**config.mk**
```make
export PLATFORM = sky130hd
export DESIGN_NAME = period_meter
export DESIGN_NICKNAME = d
export VERILOG_FILES = /design/src/rtl/pm_pkg.sv /design/src/rtl/pm_bus_if.sv /design/src/rtl/pm_prescaler.sv /design/src/rtl/pm_gate.sv /design/src/rtl/period_meter.sv
export SDC_FILE = /design/constraint.sdc
export NUM_CORES = 1
export LEC_CHECK = 0
export BUFFER_PORTS_ARGS = -buffer_cell sky130_fd_sc_hd__buf_2
export CAP_MARGIN = 20
export CORE_MARGIN = 5
export CORE_UTILIZATION = 50
export CTS_CLUSTER_SIZE = 20
export DETAILED_ROUTE_END_ITERATION = 6
export GPL_TIMING_DRIVEN = 0
export PLACE_DENSITY = 0.68
export SYNTH_ARGS = -nofsm -noshare
export SYNTH_HDL_FRONTEND = slang
export SYNTH_SLANG_ARGS = --single-unit
export TNS_END_PERCENT = 50
```
**constraint.sdc**
```tcl
create_clock -name clk -period 4.11 [get_ports clk]
set_input_delay 0.6165 -clock clk [delete_from_list [all_inputs] [get_ports clk]]
set_output_delay 0.6165 -clock clk [all_outputs]
set_load 0.005 [all_outputs]
```
**src/rtl/pm_pkg.sv**
```systemverilog
package pm_pkg;
  localparam int SEL_W = 2;
  localparam int EXP_W = 4;
  localparam int PRE_W = 1 << EXP_W;
  localparam int CFG_W = SEL_W + EXP_W;

  typedef enum logic [1:0] {
    GS_IDLE = 2'd0,
    GS_ARM  = 2'd1,
    GS_RUN  = 2'd2
  } gate_state_e;

  // first bits shifted in land in sel
  typedef struct packed {
    logic [SEL_W-1:0] sel;
    logic [EXP_W-1:0] expo;
  } cfg_t;

  // last value of the prescaler before it wraps: 2^e - 1
  function automatic logic [PRE_W-1:0] prescale_wrap(input logic [EXP_W-1:0] e);
    prescale_wrap = (PRE_W'(1) << e) - PRE_W'(1);
  endfunction
endpackage

```
**src/rtl/pm_bus_if.sv**
```systemverilog
module pm_bus_if #(
  parameter int ADDR_W = 8,
  parameter logic [ADDR_W-1:0] LISTEN_ADDR = ADDR_W'('h73),
  parameter logic [ADDR_W-1:0] TALK_ADDR = ADDR_W'('h5F),
  parameter int CNT_W = 21,
  parameter int IDX_W = 2
) (
  input  logic                     clk,
  input  logic                     rst_n,
  input  logic [ADDR_W-1:0]        bus_addr,
  input  logic                     bus_wr,
  input  logic                     bus_wbit,
  input  logic                     bus_rd,
  input  logic [IDX_W-1:0]         byte_idx,
  input  logic [CNT_W-1:0]         result,
  output logic [pm_pkg::CFG_W-1:0] cfg_sr,
  output logic                     listen_wr,
  output logic                     rd_last,
  output logic [7:0]               bus_rdata
);
  localparam int CFG_W  = pm_pkg::CFG_W;
  localparam int NBYTES = (CNT_W + 7) / 8;
  localparam int PAD_W  = NBYTES * 8;
  localparam int SLOTS  = 1 << IDX_W;

  logic listen_hit;
  logic talk_hit;
  assign listen_hit = (bus_addr == LISTEN_ADDR);
  assign talk_hit   = (bus_addr == TALK_ADDR);
  assign listen_wr  = listen_hit && bus_wr;

  always_ff @(posedge clk or negedge rst_n) begin
    if (!rst_n) cfg_sr <= '0;
    else if (listen_wr) cfg_sr <= {cfg_sr[CFG_W-2:0], bus_wbit};
  end

  logic [PAD_W-1:0] res_pad;
  logic [7:0]       slot [SLOTS];
  assign res_pad = PAD_W'(result);

  for (genvar g = 0; g < SLOTS; g++) begin : g_slot
    if (g < NBYTES) begin : g_live
      assign slot[g] = res_pad[8*g +: 8];
    end else begin : g_pad
      assign slot[g] = 8'h00;
    end
  end

  assign bus_rdata = talk_hit ? slot[byte_idx] : 8'h00;
  assign rd_last   = talk_hit && bus_rd && (byte_idx == IDX_W'(NBYTES - 1));
endmodule

```
**src/rtl/pm_prescaler.sv**
```systemverilog
module pm_prescaler #(
  parameter int NUM_IN = 4
) (
  input  logic                     clk,
  input  logic                     rst_n,
  input  logic [NUM_IN-1:0]        sig_in,
  input  logic [pm_pkg::SEL_W-1:0] sel,
  input  logic [pm_pkg::EXP_W-1:0] expo,
  input  logic                     restart,
  output logic                     sel_rise,
  output logic                     div_tick
);
  localparam int PRE_W = pm_pkg::PRE_W;

  logic [NUM_IN-1:0] rise_vec;

  // two synchronizer stages and one history stage per input, so that
  // changing the selection never creates a false edge
  for (genvar g = 0; g < NUM_IN; g++) begin : g_in
    logic [2:0] pipe;
    always_ff @(posedge clk or negedge rst_n) begin
      if (!rst_n) pipe <= '0;
      else pipe <= {pipe[1:0], sig_in[g]};
    end
    assign rise_vec[g] = pipe[1] & ~pipe[2];
  end

  assign sel_rise = rise_vec[sel];

  logic [PRE_W-1:0] pre_cnt;
  logic             at_wrap;
  assign at_wrap  = (pre_cnt == pm_pkg::prescale_wrap(expo));
  assign div_tick = sel_rise && at_wrap && !restart;

  always_ff @(posedge clk or negedge rst_n) begin
    if (!rst_n) pre_cnt <= '0;
    else if (restart) pre_cnt <= '0;
    else if (sel_rise) pre_cnt <= at_wrap ? '0 : pre_cnt + PRE_W'(1);
  end
endmodule

```
**src/rtl/pm_gate.sv**
```systemverilog
module pm_gate #(
  parameter int CNT_W = 21,
  parameter int CYC_W = 8
) (
  input  logic             clk,
  input  logic             rst_n,
  input  logic             start,
  input  logic [CYC_W-1:0] gate_cycles,
  input  logic             div_tick,
  input  logic             clear_done,
  output logic             busy,
  output logic             done,
  output logic             overflow,
  output logic [CNT_W-1:0] result,
  output logic             meas_stop,
  output logic             sat_hit
);
  import pm_pkg::*;

  function automatic logic [CYC_W-1:0] eff_target(input logic [CYC_W-1:0] c);
    eff_target = (c == '0) ? CYC_W'(1) : c;
  endfunction

  gate_state_e      st;
  logic [CNT_W-1:0] cnt;
  logic [CNT_W-1:0] cnt_nxt;
  logic [CYC_W-1:0] tgt;
  logic [CYC_W-1:0] ticks;

  assign sat_hit   = (st == GS_RUN) && (&cnt);
  assign cnt_nxt   = sat_hit ? cnt : cnt + CNT_W'(1);
  assign meas_stop = (st == GS_RUN) && div_tick && (ticks == tgt - CYC_W'(1));
  assign busy      = (st != GS_IDLE);

  always_ff @(posedge clk or negedge rst_n) begin
    if (!rst_n) begin
      st       <= GS_IDLE;
      cnt      <= '0;
      tgt      <= CYC_W'(1);
      ticks    <= '0;
      done     <= 1'b0;
      overflow <= 1'b0;
      result   <= '0;
    end else if (start) begin
      st       <= GS_ARM;
      tgt      <= eff_target(gate_cycles);
      ticks    <= '0;
      cnt      <= '0;
      done     <= 1'b0;
      overflow <= 1'b0;
    end else begin
      if (clear_done) done <= 1'b0;
      unique case (st)
        GS_ARM: begin
          if (div_tick) begin
            st    <= GS_RUN;
            cnt   <= '0;
            ticks <= '0;
          end
        end
        GS_RUN: begin
          cnt <= cnt_nxt;
          if (sat_hit) overflow <= 1'b1;
          if (meas_stop) begin
            st     <= GS_IDLE;
            done   <= 1'b1;
            result <= cnt_nxt;
          end else if (div_tick) begin
            ticks <= ticks + CYC_W'(1);
          end
        end
        default: ;
      endcase
    end
  end
endmodule

```
**src/rtl/period_meter.sv**
```systemverilog
module period_meter #(
  parameter int ADDR_W = 8,
  parameter logic [ADDR_W-1:0] LISTEN_ADDR = ADDR_W'('h73),
  parameter logic [ADDR_W-1:0] TALK_ADDR = ADDR_W'('h5F),
  parameter int CNT_W = 21,
  parameter int CYC_W = 8,
  parameter int IDX_W = 2,
  localparam int NUM_IN = 1 << pm_pkg::SEL_W
) (
  input  logic              clk,
  input  logic              rst_n,
  input  logic [ADDR_W-1:0] bus_addr,
  input  logic              bus_wr,
  input  logic              bus_wbit,
  input  logic              bus_rd,
  input  logic [IDX_W-1:0]  byte_idx,
  output logic [7:0]        bus_rdata,
  input  logic [NUM_IN-1:0] sig_in,
  input  logic              start,
  input  logic [CYC_W-1:0]  gate_cycles,
  output logic              busy,
  output logic              done,
  output logic              overflow
);
  import pm_pkg::*;

  logic [CFG_W-1:0] cfg_sr;
  cfg_t             cfg_act;
  logic             listen_wr;
  logic             rd_last;
  logic             sel_rise;
  logic             div_tick;
  logic             meas_stop;
  logic             sat_hit;
  logic [CNT_W-1:0] res_q;

  // configuration becomes active only at start
  always_ff @(posedge clk or negedge rst_n) begin
    if (!rst_n) cfg_act <= '0;
    else if (start) cfg_act <= cfg_t'(cfg_sr);
  end

  pm_bus_if #(
    .ADDR_W(ADDR_W), .LISTEN_ADDR(LISTEN_ADDR), .TALK_ADDR(TALK_ADDR),
    .CNT_W(CNT_W), .IDX_W(IDX_W)
  ) u_bus (
    .clk(clk), .rst_n(rst_n), .bus_addr(bus_addr), .bus_wr(bus_wr),
    .bus_wbit(bus_wbit), .bus_rd(bus_rd), .byte_idx(byte_idx),
    .result(res_q), .cfg_sr(cfg_sr), .listen_wr(listen_wr),
    .rd_last(rd_last), .bus_rdata(bus_rdata)
  );

  pm_prescaler #(.NUM_IN(NUM_IN)) u_pre (
    .clk(clk), .rst_n(rst_n), .sig_in(sig_in), .sel(cfg_act.sel),
    .expo(cfg_act.expo), .restart(start), .sel_rise(sel_rise),
    .div_tick(div_tick)
  );

  pm_gate #(.CNT_W(CNT_W), .CYC_W(CYC_W)) u_gate (
    .clk(clk), .rst_n(rst_n), .start(start), .gate_cycles(gate_cycles),
    .div_tick(div_tick), .clear_done(rd_last), .busy(busy), .done(done),
    .overflow(overflow), .result(res_q), .meas_stop(meas_stop),
    .sat_hit(sat_hit)
  );
endmodule

```
# [Yosys cells after proc, flatten, opt, wreduce, memory -nomap -nowiden]
# Index checks and enable logic that the tools add are counted.
[classes] addsub=5 n_lt_le_gt_ge=2 n_eq_ne=11 n_shift=1 muxes=30 bitwise=10 reduce_logical=21
[op_table] operator="two-way mux 8 bit" count=8
[op_table] operator="two-way mux 21 bit" count=3
[op_table] operator="two-way mux 16 bit" count=3
[op_table] operator="case mux 21 bit (2 select lines)" count=1
[op_table] operator="adder 21 x 1 -> 21 bit (second input constant)" count=1
[op_table] operator="AND reduction 21 bit" count=1
[op_table] operator="adder 16 x 1 -> 16 bit (second input constant)" count=1
[op_table] operator="binary-select mux 8 bit (select 2 bit)" count=1
[op_table] operator="== test 16 bit" count=1
[op_table] operator="== test 8 x 7 -> 1 bit (second input constant)" count=2
[op_table] operator="case mux 8 bit (2 select lines)" count=1
[op_table] operator="left shift 1 x 4 -> 16 bit (first input constant)" count=1
[op_table] operator="subtractor 16 x 2 -> 16 bit (second input constant)" count=1
[op_table] operator="adder 8 x 1 -> 8 bit (second input constant)" count=1
[op_table] operator="== test 8 bit" count=1
[op_table] operator="logical AND 1 bit" count=8
[op_table] operator="logical NOT 8 bit" count=1
[op_table] operator="two-way mux 1 bit" count=8
[op_table] operator="nonzero test 2 bit" count=4
[op_table] operator="subtractor 8 x 1 -> 8 bit (second input constant)" count=1
[op_table] operator="two-way mux 2 bit" count=3
[op_table] operator="!= test 3 x 2 -> 1 bit (second input constant)" count=2
[op_table] operator="!= test 3 bit (second input constant)" count=2
[op_table] operator="AND reduction 3 bit" count=2
[op_table] operator="13 further kinds" count=22
[totals] regBits=102 in_bits=28 out_inout_bits=11 word_cells=95

# [Depth between registers and ports, before layout]
[logic_depth] depth_word=11 mapped_depth=17 depth_no_buf=11

# [Cells and area by module]
# Synthesis repeated with hierarchy kept, for this count alone.
[hier_totals] cells_unflattened=648 hier_area_um2=6018.3
[by_module_without_submodules] mod="pm_gate" instances=1 cells_each=363 area_per_inst_um2=3409.5 seq_area_each_um2=1552.7
[by_module_without_submodules] mod="pm_prescaler" instances=1 cells_each=223 area_per_inst_um2=1878.1 seq_area_each_um2=700.7
[by_module_without_submodules] mod="pm_bus_if" instances=1 cells_each=49 area_per_inst_um2=479.2 seq_area_each_um2=150.1
[by_module_without_submodules] mod="period_meter" instances=1 cells_each=13 area_per_inst_um2=251.5 seq_area_each_um2=150.1

# [Worst setup path before layout]
# No wires, ideal clock.
[synth_path] path_kind="register -> register" from="register cfg_act[2] (netlist name)" to="register u_gate.result[0]" setup_ns=0.125 arrival_ns=3.452 required_time_ns=3.985 path_slack_ns=0.533 path_stages_with_launch=16 path_buffers=5 period_less_slack_ns=3.577 path_cell_list="dfrtp_1 buf_2 buf_2 buf_2 nor2_1 nand3_1 ha_1 buf_4 xnor2_1 nand3b_1 a2111oi_0 o21ai_0 nor4_1 and2_4 buf_12 mux2_4"
[synth_between] elab_chain_len=8
[synth_lines] element="from (decl)" line_no="period_meter.sv:28" source="cfg_t cfg_act;"
[synth_lines] element="from (signal assigned)" line_no="period_meter.sv:40" source="else if (start) cfg_act <= cfg_t'(cfg_sr);"
[synth_lines] element="left shift 1 x 4 -> 16 bit" line_no="pm_pkg.sv:21" source="prescale_wrap = (PRE_W'(1) << e) - PRE_W'(1);"
[synth_lines] element="subtractor 16 x 2 -> 16 bit" line_no="pm_pkg.sv:21"
[synth_lines] element="== test 16 bit" line_no="pm_prescaler.sv:32" source="assign at_wrap = (pre_cnt == pm_pkg::prescale_wrap(expo));"
[synth_lines] element="logical AND 1 bit (2 in a row)" line_no="pm_prescaler.sv:33" source="assign div_tick = sel_rise && at_wrap && !restart;"
[synth_lines] element="logical AND 1 bit (2 in a row)" line_no="pm_gate.sv:32" source="assign meas_stop = (st == GS_RUN) && div_tick && (ticks == tgt - CYC_W'(1));"
[synth_lines] element="AND reduction 3 bit (no line)"
[synth_lines] element="to (signal assigned)" line_no="pm_gate.sv:67" source="result <= cnt_nxt;"
[synth_lines] element="to (decl)" line_no="pm_gate.sv:14" source="output logic [CNT_W-1:0] result,"
# Every way passes these cells.
# A chain may end at the register's enable or synchronous reset.

# [Final worst setup path]
[layout_path] from="register cfg_act[2] (netlist name)" to="register u_gate.result[13]"
# The elaborated chain is that of the path after synthesis.

==> reports/results.ini <==
[run_status]
status=finished, final reports clean

[route]
routed-wl-met3_um=629
num_vias=5156
firstDrtPassIters=5
ant_nets=0
drt_iter0_markers=368
wl_met2_um=6969
drcViolationCount=0
wirelength_um=14680
vias_per_cell=6.030
wire_per_inst_um=17.17
wl_met1_um=6712
dr.max_layer_used=met4

[layout]
layout-drive-gt1-share_pct=16.38
fin_util_pct=57.33
fin_cells=855
nNetsFinal=738
area_delta_synth_final_pct=13.44
n_antenna_cell=0
nFillCells=1054

[grt]
antenna_found_initial=0
grt_pass1_wl_um=24210
grt_pass1_vias=4854
grt_max_degree=71
overflow=0
track_usage_pct=20.82

[cts]
cts_tree=yes
ctsHoldBuffers=0
cts_sinks=102
root_buffer=clkbuf_16
cts_buffer_depth=2
worstSkewPairLatency_ns=0.35
cts.clk_slew.worst_paths_ns=0.07
cts_inserted_buffers=9
htreeDepth=3

[timing]
finalCritPeriodShare_pct=95.19
hold_violations=0
worst_pin_slew_ns=0.6434
rsz0062_at_grt=true
setup-violations-final=0
finClkSkew_ns=0.01035
drv_slew=0
fin_crit_ns=3.912
relSlewSlack_pct=57.10
fmax_mhz=255.6
whs_ns=0.2096
finalSetupTns_ns=0

[synth]
syn-num-nets=689
synthAdderAreaFrac_pct=1.044
muxShareOfSynthArea_pct=6.637
yosysMostFrequentCell=dfrtp_1
postSynth.asyncResetShare_pct=100.0
synth_top_family_by_area=simple AND/OR/NAND/NOR gates
syn_area_sq_um=5994
yosysTopAreaCell=dfrtp_1
synth_ff_type=dfrtp_1
synth.avg_cell_area_sq_um=9.138
yosys.area_share.simple_pct=21.37
synth.distinct_cells=70
synth_warnings=0
synthXorXnorAreaFrac_pct=4.822
synth_commonest_cells=dfrtp_1 (101), nor2_1 (59), o21ai_0 (55), a21oi_1 (44), nand2_1 (43)
synth-compound-area-share_pct=18.24
yosysTopAreaCellShare_pct=42.16
synth-seq-area-share_pct=42.60
synthCells=656
ys_seq_elements=102
yosys-top-cells-area=dfrtp_1 (42%), o21ai_0 (4.6%), nor2_1 (3.7%)
synth_edf_count=0

[power_and_ir_drop]
fin_total_pwr_mw=2.188
p_leak_nw=2.940
peakVddDrop_mv=0.1709
power_density_nw_per_um2=321.8

[worst_setup_path]
endpoint_kind=flip-flop
cp.required_ns=4.34
crit_top_cell=clkbuf_4
worst_setup_path_start_kind=flip-flop
crit_fanout=10
regToRegSetupSlack_ns=0.20
worstReg2RegStart=cfg_act[2]
max_stage_delay_ns=0.51
r2r-end=u_gate.result[13]
ff2ff_path_depth=15
setup.worst_path.class=flip-flop to flip-flop
arrival_ns=4.14
crit_path_start=cfg_act[2]
crit_path_top_delay_cell=nor4_4
cp_cell_sequence=buf_2 -> clkbuf_4 -> clkbuf_4 -> nor2_1 -> nand3_1 -> ha_4 -> buf_4 -> xnor2_1 -> a221o_1 -> a2bb2oi_2 -> o2111ai_2 -> nor4_4 -> and2_4 -> buf_12 -> mux2_4

[place]
dp_cells=839
dp_hpwl_um=10500
gp_congestion=0.9130
portBuffers=35

[floorplan]
dieArea_sq_um=14280
ios=39
initial_core_util_pct=50.54
fp.dieH_um=119.5
dieWidth_um=119.5
row_count=40
coreArea_sq_um=11860

[flow_run]
cap_viol_max_count=0

[worst_hold_path]
hp-class=input pin to async pin

==> worst max-delay path, delay by kind of cell, from the launching register on <==
family	cells	cell delay, ns
simple gates	4	1.07
compound gates	3	0.72
fa+ha+maj	1	0.24
xor+xnor	1	0.16
buf+inv	5	0.92
mux	1	0.30
flops	1	0.36
==> area by class of cell <==
class,count,area [sq um],area share (%)
multi-input cells,487,3211,47.21
flip-flops and latches,102,2554,37.55
plain buffers,51,269.0,3.956
clock buffers,10,229.0,3.367
repair buffers,38,220.2,3.238
well taps,147,183.9,2.705
clock inverters,4,73.82,1.086
inverters,16,60.06,0.8832
==> worst max path at each step <==
stage / to / slack, ns
4_1_cts: u_gate.cnt[11] / 0.06
2_1_floorplan: u_gate.result[0] / 0.53
6_report: u_gate.result[13] / 0.20
3_5_place_dp: u_gate.result[0] / -0.44
3_3_place_gp: u_gate.result[12] / -0.43
5_1_grt: u_gate.cnt[4] / -0.09
==> logic make-up (layout without fill, tap and decap cells) <==
logic type	Yosys count	after routing
compound gates	175	175
mux	34	34
buf+inv	67	119
flops	102	102
xor+xnor	33	33
fa+ha+maj	5	5
simple gates	240	240
==> cells in the final DEF, fill, tap and decap left out, types with 4 or more instances in the layout <==
master / instances
nor4_1: 7
and4_1: 7
nor3_1: 16
nor2_1: 59
nand2_1: 43
nand2b_1: 13
and2_1: 5
xnor2_1: 24
xor2_1: 9
buf_2: 40
o31ai_1: 11
and3_1: 14
ha_1: 4
nand4_1: 6
clkbuf_1: 29
mux2_4: 7
dfrtp_1: 101
clkbuf_2: 4
buf_4: 4
mux2_2: 18
a21oi_1: 44
o21ai_0: 54
inv_1: 16
or3_1: 7
nand3_1: 25
nand3b_1: 4
clkbuf_16: 9
buf_1: 4
a21o_1: 5
nor4b_1: 5
mux2i_1: 9
a22o_1: 4
a31oi_1: 20
nor2b_1: 7
==> state kept, by name, indices dropped and copies added (netlist names) <==
| signal | cells |
|---|---|
| u_gate.tgt | 8 |
| u_gate.overflow | 1 |
| u_gate.cnt | 21 |
| u_bus.cfg_sr | 6 |
| u_pre.g_in.pipe | 12 |
| u_gate.ticks | 8 |
| u_gate.done | 1 |
| u_gate.result | 21 |
| cfg_act | 6 |
| u_gate.st | 2 |
| u_pre.pre_cnt | 16 |
==> per-layer routing <==
| metal | up-vias | global-route usage (%) |
|---|---|---|
| li1 | 2479 | - |
| met1 | 2497 | 28.90 |
| met2 | 156 | 33.16 |
| met3 | 24 | 2.639 |
| met4 | 0 | 8.518 |
| met5 | - | 0 |
==> where the power goes <==
group	internal (mW)	switching, mW	leakage, nW
clock network	0.527	0.361	0.148
logic	0.103	0.155	1.42
registers	1.02	0.0180	1.37
==> metrics by stage <==
stage,instance area [sq um],setup slack (ns)
finish,6800,0.1977
global route,6800,-0.08601
CTS,6719,0.06044
detailed placement,6384,-0.4442
global placement,6354,-0.4330
floorplan,5995,0.5327
==> what timing repair did <==
item / 4_1_cts / 5_1_grt
endpoints found under the setup margin: 67 / 59
gates cloned: 0 / 0
pin swaps: 1 / 3
setup buffers: 1 / 1
endpoints found under the hold margin: 0 / 0
gates resized for setup: 7 / 19
No activity file was read; power rests on OpenSTA's default activity.
